===== src/rtl/gpio_pkg.sv =====
package gpio_pkg;
  // Number of byte registers in the port
  localparam int GPIO_NREG = 3;

  // Register slot roles, used to pick the register variant
  typedef enum logic [1:0] {
    SLOT_PINS = 2'd0,
    SLOT_DRIVE = 2'd1,
    SLOT_DIR = 2'd2
  } gpio_slot_e;

  // Address used for the decode: word accesses align down to even
  function automatic logic [15:0] align_addr(input logic [15:0] a, input logic byte_acc);
    return {a[15:1], a[0] & byte_acc};
  endfunction
endpackage


===== src/rtl/gpio_addr_dec.sv =====
module gpio_addr_dec #(
  parameter int ADDR_W = 16,
  parameter int WIN_W = 9,
  localparam int SEL_N = 1 << WIN_W
) (
  input  logic [ADDR_W-1:0] addr,
  output logic              mem_cs,
  output logic [SEL_N-1:0]  sel
);
  logic win_hit;

  assign mem_cs  = |addr[ADDR_W-1:WIN_W];
  assign win_hit = ~mem_cs;

  for (genvar i = 0; i < SEL_N; i++) begin : g_sel
    assign sel[i] = win_hit && (addr[WIN_W-1:0] == WIN_W'(i));
  end
endmodule


===== src/rtl/gpio_sync.sv =====
module gpio_sync #(
  parameter int W = 8,
  parameter int STAGES = 2
) (
  input  logic         clk,
  input  logic         rst_n,
  input  logic [W-1:0] d,
  output logic [W-1:0] q
);
  logic [W-1:0] stage [STAGES];

  always_ff @(posedge clk or negedge rst_n) begin
    if (!rst_n) begin
      for (int i = 0; i < STAGES; i++) stage[i] <= '0;
    end else begin
      stage[0] <= d;
      for (int i = 1; i < STAGES; i++) stage[i] <= stage[i-1];
    end
  end

  assign q = stage[STAGES-1];
endmodule


===== src/rtl/gpio_byte_reg.sv =====
module gpio_byte_reg #(
  parameter int W = 8,
  parameter logic [W-1:0] RST_VAL = '0
) (
  input  logic         clk,
  input  logic         rst_n,
  input  logic         wr_en,
  input  logic [W-1:0] wr_data,
  output logic [W-1:0] q
);
  always_ff @(posedge clk or negedge rst_n) begin
    if (!rst_n) q <= RST_VAL;
    else if (wr_en) q <= wr_data;
  end
endmodule


===== src/rtl/gpio_port.sv =====
module gpio_port #(
  parameter int ADDR_W = 16,
  parameter int PORT_W = 8,
  parameter int WIN_W = 9,
  parameter int PINS_OFS = 'h20,
  parameter int DRIVE_OFS = 'h21,
  parameter int DIR_OFS = 'h22,
  parameter int SYNC_STAGES = 2,
  localparam int DATA_W = 2 * PORT_W,
  localparam int SEL_N = 1 << WIN_W
) (
  input  logic              clk,
  input  logic              rst_n,
  input  logic [ADDR_W-1:0] bus_addr,
  input  logic [DATA_W-1:0] bus_wdata,
  input  logic              bus_we,
  input  logic              bus_byte,
  output logic [DATA_W-1:0] bus_rdata,
  output logic              mem_cs,
  output logic [SEL_N-1:0]  periph_sel,
  input  logic [PORT_W-1:0] pin_in,
  output logic [PORT_W-1:0] pin_out,
  output logic [PORT_W-1:0] pin_oe
);
  import gpio_pkg::*;

  localparam int NREG = GPIO_NREG;
  localparam int OFS [NREG] = '{PINS_OFS, DRIVE_OFS, DIR_OFS};

  logic [ADDR_W-1:0] dec_addr;
  logic [NREG-1:0]   hit_lo, hit_hi, wr_en;
  logic [PORT_W-1:0] reg_val [NREG];
  logic [PORT_W-1:0] wr_byte [NREG];
  logic [PORT_W-1:0] rd_lo, rd_hi;

  assign dec_addr = {bus_addr[ADDR_W-1:1], bus_addr[0] & bus_byte};

  gpio_addr_dec #(.ADDR_W(ADDR_W), .WIN_W(WIN_W)) u_dec (
    .addr   (dec_addr),
    .mem_cs (mem_cs),
    .sel    (periph_sel)
  );

  for (genvar g = 0; g < NREG; g++) begin : g_reg
    // Even byte of the access: direct select
    assign hit_lo[g] = periph_sel[OFS[g]];
    // Odd byte of a word access: select of the even neighbour
    if (OFS[g] % 2 == 1) begin : g_odd
      assign hit_hi[g] = ~bus_byte & periph_sel[OFS[g]-1];
    end else begin : g_even
      assign hit_hi[g] = 1'b0;
    end
    assign wr_byte[g] = hit_lo[g] ? bus_wdata[PORT_W-1:0] : bus_wdata[DATA_W-1:PORT_W];

    if (gpio_slot_e'(g) == SLOT_PINS) begin : g_pins
      assign wr_en[g] = 1'b0;
      gpio_sync #(.W(PORT_W), .STAGES(SYNC_STAGES)) u_sync (
        .clk   (clk),
        .rst_n (rst_n),
        .d     (pin_in),
        .q     (reg_val[g])
      );
    end else begin : g_rw
      assign wr_en[g] = bus_we & (hit_lo[g] | hit_hi[g]);
      gpio_byte_reg #(.W(PORT_W), .RST_VAL('0)) u_reg (
        .clk     (clk),
        .rst_n   (rst_n),
        .wr_en   (wr_en[g]),
        .wr_data (wr_byte[g]),
        .q       (reg_val[g])
      );
    end
  end

  always_comb begin
    rd_lo = '0;
    rd_hi = '0;
    for (int g = 0; g < NREG; g++) begin
      if (hit_lo[g]) rd_lo |= reg_val[g];
      if (hit_hi[g]) rd_hi |= reg_val[g];
    end
  end

  assign bus_rdata = {rd_hi, rd_lo};
  assign pin_out   = reg_val[SLOT_DRIVE];
  assign pin_oe    = reg_val[SLOT_DIR];
endmodule


===== config.mk =====
export PLATFORM = sky130hd
export DESIGN_NAME = gpio_port
export DESIGN_NICKNAME = d
export VERILOG_FILES = /design/src/rtl/gpio_pkg.sv /design/src/rtl/gpio_addr_dec.sv /design/src/rtl/gpio_sync.sv /design/src/rtl/gpio_byte_reg.sv /design/src/rtl/gpio_port.sv
export SDC_FILE = /design/constraint.sdc
export NUM_CORES = 1
export LEC_CHECK = 0
export BUFFER_PORTS_ARGS = -buffer_cell sky130_fd_sc_hd__buf_2
export CORE_AREA = 2 2 229 231
export CTS_BUF_LIST = sky130_fd_sc_hd__clkbuf_16
export DETAILED_ROUTE_END_ITERATION = 10
export DIE_AREA = 0 0 231 233
export PLACE_DENSITY = 0.38
export SLEW_MARGIN = 20
export SYNTH_ARGS = -nofsm -noshare
export SYNTH_HDL_FRONTEND = slang
export SYNTH_SLANG_ARGS = --single-unit

===== constraint.sdc =====
create_clock -name clk -period 4.9 [get_ports clk]
set_clock_uncertainty 0.05 [all_clocks]
set_input_delay 0.98 -clock clk [delete_from_list [all_inputs] [get_ports clk]]
set_output_delay 0.98 -clock clk [all_outputs]
set_load 0.01 [all_outputs]

==> results of run 1 <==
## routing by layer
| metal | up-vias | wire length, um | part of all wire, % | global-route usage, % |
|---|---|---|---|---|
| li1 | 3488 | - | - | - |
| met1 | 3450 | 15300 | 39 | 15.1 |
| met2 | 435 | 21200 | 54 | 26.4 |
| met3 | 19 | 2170 | 5.5 | 1.46 |
| met4 | 0 | 577 | 1.5 | 2.36 |
| met5 | - | 0 | 0 | 0 |
## layout by cell type (no fill, tap or decap), types with 2 or more instances in the layout
cell type,Yosys,final
sky130_fd_sc_hd__clkbuf_16,0,5
sky130_fd_sc_hd__a222oi_1,8,8
sky130_fd_sc_hd__nand2b_1,6,6
sky130_fd_sc_hd__buf_4,0,39
sky130_fd_sc_hd__buf_2,3,588
sky130_fd_sc_hd__dfrtp_1,32,32
sky130_fd_sc_hd__nand4_1,5,5
sky130_fd_sc_hd__inv_1,3,5
sky130_fd_sc_hd__mux2_4,8,8
sky130_fd_sc_hd__nor2b_1,6,6
sky130_fd_sc_hd__or3_1,15,15
sky130_fd_sc_hd__nor2_1,526,526
sky130_fd_sc_hd__nand2_1,18,18
sky130_fd_sc_hd__nor3_1,3,2
sky130_fd_sc_hd__o22ai_1,8,8
sky130_fd_sc_hd__and2_1,9,9
sky130_fd_sc_hd__a2bb2oi_1,8,8
sky130_fd_sc_hd__and3_1,3,3
sky130_fd_sc_hd__nand3_1,22,22
sky130_fd_sc_hd__or4_1,2,2
## sequential cells by signal (all words and copies together), names as in the netlist
signal,count
g.g_rw.u_reg.q,16
g.g_pins.u_sync.q,8
g.g_pins.u_sync.stage,8
## power by group through the flow
stage / Sequential (mW) / Clock, mW / Combinational (mW)
finish: 0.274 / 0.287 / 0.125
global placement: 0.278 / 0 / 0.125
CTS: 0.274 / 0.293 / 0.127
floorplan: 0.277 / 0 / 0.0539
global route: 0.274 / 0.308 / 0.135
detailed placement: 0.278 / 0 / 0.126
## layout make-up
cell class	count	area share (%)
inverters	3	0.143
flip-flops and latches	32	10.2
multi-input cells	655	36.2
repair buffers	627	41.0
well taps	680	10.8
clock buffers	5	1.59
clock inverters	3	0.143
## worst max path at each step
stage / endpoint / startpoint / slack [ps] / cells past startpoint
floorplan: periph_sel[104] / bus_addr[13] / 900 / 7
global placement: periph_sel[445] / bus_addr[13] / 580 / 6
detailed placement: periph_sel[443] / bus_addr[13] / 560 / 6
CTS: periph_sel[443] / bus_addr[13] / 550 / 6
global route: periph_sel[152] / bus_addr[13] / 440 / 6
finish: periph_sel[168] / bus_addr[13] / 580 / 6
## kinds of logic after synthesis
logic type	Yosys count	synth area share, %
AO/OA/AOI/OAI	26	5.29
multiplexers	8	2.95
buffers and inverters	110	10.4
AND/OR/NAND/NOR	621	61.7
flip-flops	32	19.7
## through the flow
stage               hold WS (ps)  worst slack (ps)
floorplan                    281               895
global placement             284               579
detailed placement           285               557
CTS                          297               548
global route                 305               438
finish                       295               579
==> load_flow_metrics.sql, run 1 <==
INSERT INTO impl_metrics (metric_group, metric, value, unit) VALUES
('clock_network', 'hold_buffers', '0', ''),
('sta', 'rsz0062_at_grt', 'no', ''),
('clock_network', 'post_cts.resized_instances', '0', ''),
('critical_path', 'crit_chain', 'buf_2 -> or4_1 -> or2_2 -> or3_1 -> nor2_1 -> buf_2', ''),
('placed_design', 'place.gp.congestion', '0.760', ''),
('final_layout', 'final_core_util', '15.4', '%'),
('grt', 'first_global_vias', '6385', ''),
('final_layout', 'final_cells', '2005', ''),
('flow_run', 'maxCapViolations', '0', ''),
('grt', 'pin_count_of_the_biggest_net_entering_global_routing', '33', ''),
('critical_path', 'critical_path_class', 'in2out', ''),
('critical_path', 'r2r.worst_path.cells', '1', ''),
('floorplan', 'dieWidth', '231', 'um'),
('yosys', 'synth_warnings', '0', ''),
('final_layout', 'fin_nets', '1368', ''),
('floorplan', 'die-area', '0.0538', 'sq mm'),
('critical_path', 'critPathArrivalTime', '3290', 'ps'),
('sta', 'relSlewSlack', '24.5', '%'),
('final_layout', 'total_area_of_sequential_cells', '801', 'sq um'),
('sta', 'final-setup-viol-count', '0', ''),
('clock_network', 'tritoncts', 'yes', ''),
('power', 'switching_power', '0.204', 'mW'),
('power', 'peakVddDrop', '0.107', 'mV'),
('grt', 'grt.total_usage', '13.3', '%'),
('grt', 'first_pass_grt_wire_length', '50600', 'um'),
('status', 'run_status', 'finished, final reports clean', ''),
('detailed_routing', 'ant_nets', '0', ''),
('critical_path', 'critPathMaxStageDelay', '740', 'ps'),
('clock_network', 'clk-insertion-delay-late', '270', 'ps'),
('yosys', 'post_synth_design_cell_area', '0.00407', 'sq mm'),
('placed_design', 'portBuffers', '588', ''),
('yosys', 'synth.top_cells.by_count', 'sky130_fd_sc_hd__nor2_1 (526), sky130_fd_sc_hd__clkbuf_1 (102), sky130_fd_sc_hd__dfrtp_1 (32)', ''),
('floorplan', 'start_util', '7.97', '%'),
('yosys', 'synth_seq_cells', '32', ''),
('min_path', 'holdPathEnd', 'g_reg[0].g_pins.u_sync.q[0]', ''),
('critical_path', 'worst_r2r_startpoint', 'g_reg[2].g_rw.u_reg.q[0]', ''),
('yosys', 'yosysUniqueCellTypes', '29', ''),
('final_layout', 'post_route_cells_drive_above_1_share', '48.7', '%'),
('critical_path', 'required', '3870', 'ps'),
('power', 'powerDensity', '86.9', 'mW/mm^2'),
('critical_path', 'critical_path_buf_inv_count', '2', ''),
('min_path', 'holdPathStages', '0', ''),
('final_layout', 'final_area', '0.00789', 'sq mm'),
('detailed_routing', 'routed_wl', '39300', 'um'),
('power', 'overall_power_consumption', '0.686', 'mW'),
('detailed_routing', 'first_iter_violations', '392', ''),
('clock_network', 'ctsRootBufferMaster', 'sky130_fd_sc_hd__clkbuf_16', ''),
('yosys', 'synth_area_leaders', 'sky130_fd_sc_hd__nor2_1 (48%), sky130_fd_sc_hd__dfrtp_1 (20%), sky130_fd_sc_hd__clkbuf_1 (9.4%), sky130_fd_sc_hd__mux2_4 (3.0%), sky130_fd_sc_hd__nand3_1 (2.7%)', ''),
('detailed_routing', 'route.detailed.drc', '0', ''),
('final_layout', 'fill_cell_count', '6041', ''),
('sta', 'finalCritPeriodShare', '88.2', '%'),
('critical_path', 'cp-end-kind', 'output pin', ''),
('yosys', 'synth_sequential_area_ratio', '19.7', '%'),
('placed_design', 'post_detail_place_hpwl', '30700', 'um'),
('sta', 'hold_viol_final', '0', ''),
('sta', 'post-route-min-period', '4320', 'ps'),
('floorplan', 'dieHeight', '233', 'um'),
('power', 'power_share_of_the_combinational_group', '18.2', '%'),
('critical_path', 'critical_path.startpoint_type', 'input pin', ''),
('floorplan', 'core.rowCount', '83', ''),
('clock_network', 'cts.sinks', '32', ''),
('placed_design', 'placed_cells', '1997', ''),
('yosys', 'synthCells', '797', ''),
('yosys', 'synth_largest_type_area_fraction', '48.5', '%'),
('detailed_routing', 'vias', '7392', ''),
('yosys', 'syn-num-nets', '841', ''),
('power', 'cell_internal_pwr', '0.482', 'mW'),
('clock_network', 'cts.reportedPaths.clkPinSlew', '50', 'ps'),
('yosys', 'post-synth-top-area-cell', 'sky130_fd_sc_hd__nor2_1', ''),
('min_path', 'min_path_type', 'reg2reg', ''),
('power', 'power.static_leakage', '4.39', 'nW');
Power figures use the tool's default switching activity.
==> run 2, diff against run 1 <==
RECOVER_POWER = 25   (was not set)
==> run 2 against run 1 <==
- the flow now finishes with violations (max-capacitance violations, max-slew violations)
- first-iteration DRC count is 19% higher
- non-clock buffer count unchanged
- total power about the same
- sequential share of layout area rose by 0.22 points
- clock power about the same
- sequential cell count is the same
- die area is the same
- final cell count did not move
- via count grew 0.55%
- combinational power is essentially flat
- utilization decreased by 0.32 points
==> load_flow_metrics.sql, run 2 (synthesized netlist as in run 1, its figures left out) <==
INSERT INTO impl_metrics (metric_group, metric, value, unit) VALUES
('status', 'run_status', 'finished with violations', ''),
('status', 'failed_checks', 'max-capacitance violations, max-slew violations', ''),
('sta', 'fmax', '230', 'MHz'),
('final_layout', 'fin_nets', '1368', ''),
('floorplan', 'dieWidth', '231', 'um'),
('floorplan', 'core.rowCount', '83', ''),
('clock_network', 'tritoncts', 'yes', ''),
('grt', 'first_global_vias', '6385', ''),
('critical_path', 'crit_chain', 'buf_2 -> or4_1 -> or2_2 -> or3_1 -> nor2_1 -> buf_2', ''),
('floorplan', 'dieHeight', '233', 'um'),
('critical_path', 'critPathArrivalTime', '3320', 'ps'),
('final_layout', 'layout.cells.most_common', 'sky130_fd_sc_hd__nor2_1', ''),
('final_layout', 'largestRegisters', 'g.g_rw.u_reg.q: 16 flops, g.g_pins.u_sync.q: 8 flops, g.g_pins.u_sync.stage: 8 flops', ''),
('critical_path', 'critical_path_class', 'in2out', ''),
('sta', 'rsz0062_at_grt', 'no', ''),
('floorplan', 'core_outline_area', '0.0511', 'sq mm'),
('floorplan', 'io-pin-count', '589', ''),
('final_layout', 'regMostFlops', 'g.g_rw.u_reg.q', ''),
('sta', 'final-setup-viol-count', '0', ''),
('detailed_routing', 'ant_nets', '0', ''),
('placed_design', 'place.gp.congestion', '0.760', ''),
('final_layout', 'multi_input_gate_area_in_the_final_layout', '0.00282', 'sq mm'),
('critical_path', 'path_common_cell', 'sky130_fd_sc_hd__buf_2', ''),
('clock_network', 'ctsRootBufferMaster', 'sky130_fd_sc_hd__clkbuf_16', ''),
('detailed_routing', 'routed_wl', '39400', 'um'),
('critical_path', 'cpMaxStageDelayCell', 'sky130_fd_sc_hd__or3_1', ''),
('detailed_routing', 'first_iter_violations', '466', ''),
('clock_network', 'h_tree_lvls', '2', ''),
('critical_path', 'critPathMaxStageDelay', '780', 'ps'),
('critical_path', 'cp-end-kind', 'output pin', ''),
('clock_network', 'post_cts.resized_instances', '0', ''),
('flow_run', 'maxCapViolations', '1', ''),
('placed_design', 'portBuffers', '588', ''),
('grt', 'antenna_found_initial', '1', ''),
('floorplan', 'die-area', '0.0538', 'sq mm'),
('final_layout', 'antenna_cells', '0', ''),
('detailed_routing', 'vias_per_cell', '3.71', ''),
('critical_path', 'critical_path_buf_inv_count', '2', ''),
('sta', 'post-route-min-period', '4350', 'ps'),
('final_layout', 'fill_cell_count', '6099', ''),
('critical_path', 'critical-path-top-delay-family', 'simple AND/OR/NAND/NOR gates', ''),
('detailed_routing', 'route.detailed.drc', '0', ''),
('min_path', 'min_path_type', 'reg2reg', ''),
('clock_network', 'cts.reportedPaths.clkPinSlew', '50', 'ps'),
('final_layout', 'syn_to_final_growth', '89.7', '%'),
('detailed_routing', 'vias', '7433', ''),
('critical_path', 'reg2reg_setup_slack', '4000', 'ps'),
('placed_design', 'post_detail_place_hpwl', '30700', 'um'),
('floorplan', 'start_util', '7.97', '%'),
('clock_network', 'clk-insertion-delay-late', '270', 'ps'),
('detailed_routing', 'dr.pass1.iters', '5', ''),
('clock_network', 'cts_buffers', '5', ''),
('clock_network', 'cts.sinks', '32', ''),
('power', 'power.static_leakage', '4.00', 'nW'),
('grt', 'pin_count_of_the_biggest_net_entering_global_routing', '33', ''),
('power', 'powerDensity', '88.7', 'mW/mm^2'),
('power', 'peakVddDrop', '0.107', 'mV'),
('sta', 'relSlewSlack', '-18.0', '%'),
('final_layout', 'post_route_cells_drive_above_1_share', '41.6', '%'),
('sta', 'final-max-slew-violation-count', '33', ''),
('final_layout', 'most-common-layout-cells', 'sky130_fd_sc_hd__nor2_1 (526), sky130_fd_sc_hd__buf_2 (509), sky130_fd_sc_hd__clkbuf_1 (85), sky130_fd_sc_hd__dfrtp_1 (32), sky130_fd_sc_hd__buf_4 (30)', ''),
('clock_network', 'number_of_buffers_inserted_to_repair_setup_after_cts', '0', ''),
('grt', 'grt.total_usage', '13.3', '%'),
('sta', 'hold_viol_final', '0', ''),
('critical_path', 'required', '3870', 'ps'),
('detailed_routing', 'wire_per_inst', '19.7', 'um'),
('sta', 'timing.setup.tns', '0', 'ps'),
('clock_network', 'cts.path.max_buffers', '2', ''),
('critical_path', 'critPathMaxFanout', '16', ''),
('sta', 'max_slew.worst_pin.slew', '1770', 'ps'),
('final_layout', 'total_area_of_sequential_cells', '801', 'sq um'),
('critical_path', 'critical_path.startpoint_type', 'input pin', ''),
('grt', 'global_route.overflow_total', '0', ''),
('sta', 'final.hold.worst_slack', '295', 'ps'),
('sta', 'finalCritPeriodShare', '88.7', '%'),
('clock_network', 'hold_buffers', '0', ''),
('final_layout', 'largest_register_ffs', '16', ''),
('grt', 'first_pass_grt_wire_length', '50600', 'um'),
('final_layout', 'final_core_util', '15.1', '%');
-- run 2: changes by cell type in the layout (fill, tap and decap cells not counted) --
cell / previous run / this run
sky130_fd_sc_hd__buf_2: 588 / 509
sky130_fd_sc_hd__buf_4: 39 / 30
sky130_fd_sc_hd__clkbuf_1: 0 / 85
sky130_fd_sc_hd__clkbuf_2: 0 / 3
sky130_fd_sc_hd__mux2_1: 0 / 8
sky130_fd_sc_hd__mux2_4: 8 / 0
sky130_fd_sc_hd__nor3_1: 2 / 3
sky130_fd_sc_hd__nor3_2: 1 / 0
-- run 2: area by class of cell --
| cell class | count | share of cell area (%) |
|---|---|---|
| Inverter | 3 | 0.146 |
| Timing Repair Buffer | 627 | 40.2 |
| Sequential cell | 32 | 10.4 |
| Multi-Input combinational cell | 655 | 36.5 |
| Clock inverter | 3 | 0.146 |
| Clock buffer | 5 | 1.62 |
| Tap cell | 680 | 11.0 |
-- run 2: worst paths after layout --
| check | from | to | cells after the start |
|---|---|---|---|
| worst min register to register | g_reg[0].g_pins.u_sync.stage[8] | g_reg[0].g_pins.u_sync.q[0] | 0 |
| worst max-delay path | bus_addr[13] | periph_sel[433] | 6 |
| min in group asynchronous | rst_n | g_reg[0].g_pins.u_sync.stage[9] | 1 |
| worst max register to register | g_reg[2].g_rw.u_reg.q[4] | g_reg[2].g_rw.u_reg.q[4] | 1 |
| max in group asynchronous | rst_n | g_reg[0].g_pins.u_sync.q[7] | 1 |
| worst min-delay path | g_reg[0].g_pins.u_sync.stage[8] | g_reg[0].g_pins.u_sync.q[0] | 0 |
-- run 2: through the flow --
| step | total power [mW] | setup WS (ps) | instance area, sq um | cells |
|---|---|---|---|---|
| floorplan | 0.331 | 895 | 4070 | 797 |
| global placement | 0.403 | 579 | 7750 | 1997 |
| detailed placement | 0.404 | 557 | 7750 | 1997 |
| CTS | 0.693 | 548 | 7890 | 2005 |
| global route | 0.716 | 399 | 7720 | 2005 |
| finish | 0.685 | 553 | 7720 | 2005 |
-- run 2: power breakdown --
part	total (mW)	switching, mW	internal (mW)
Sequential	0.274	0.00210	0.271
Clock	0.288	0.105	0.182
Combinational	0.124	0.0962	0.0275
Total	0.685	0.204	0.481
-- run 2: layer usage --
layer  wire length [um]  part of all wire (%)  global-route usage, %
met5                  0                     0                      0
met4                654                   1.7                   2.36
met3               2280                   5.8                   1.46
met2              21200                    54                   26.4
met1              15300                    39                   15.1
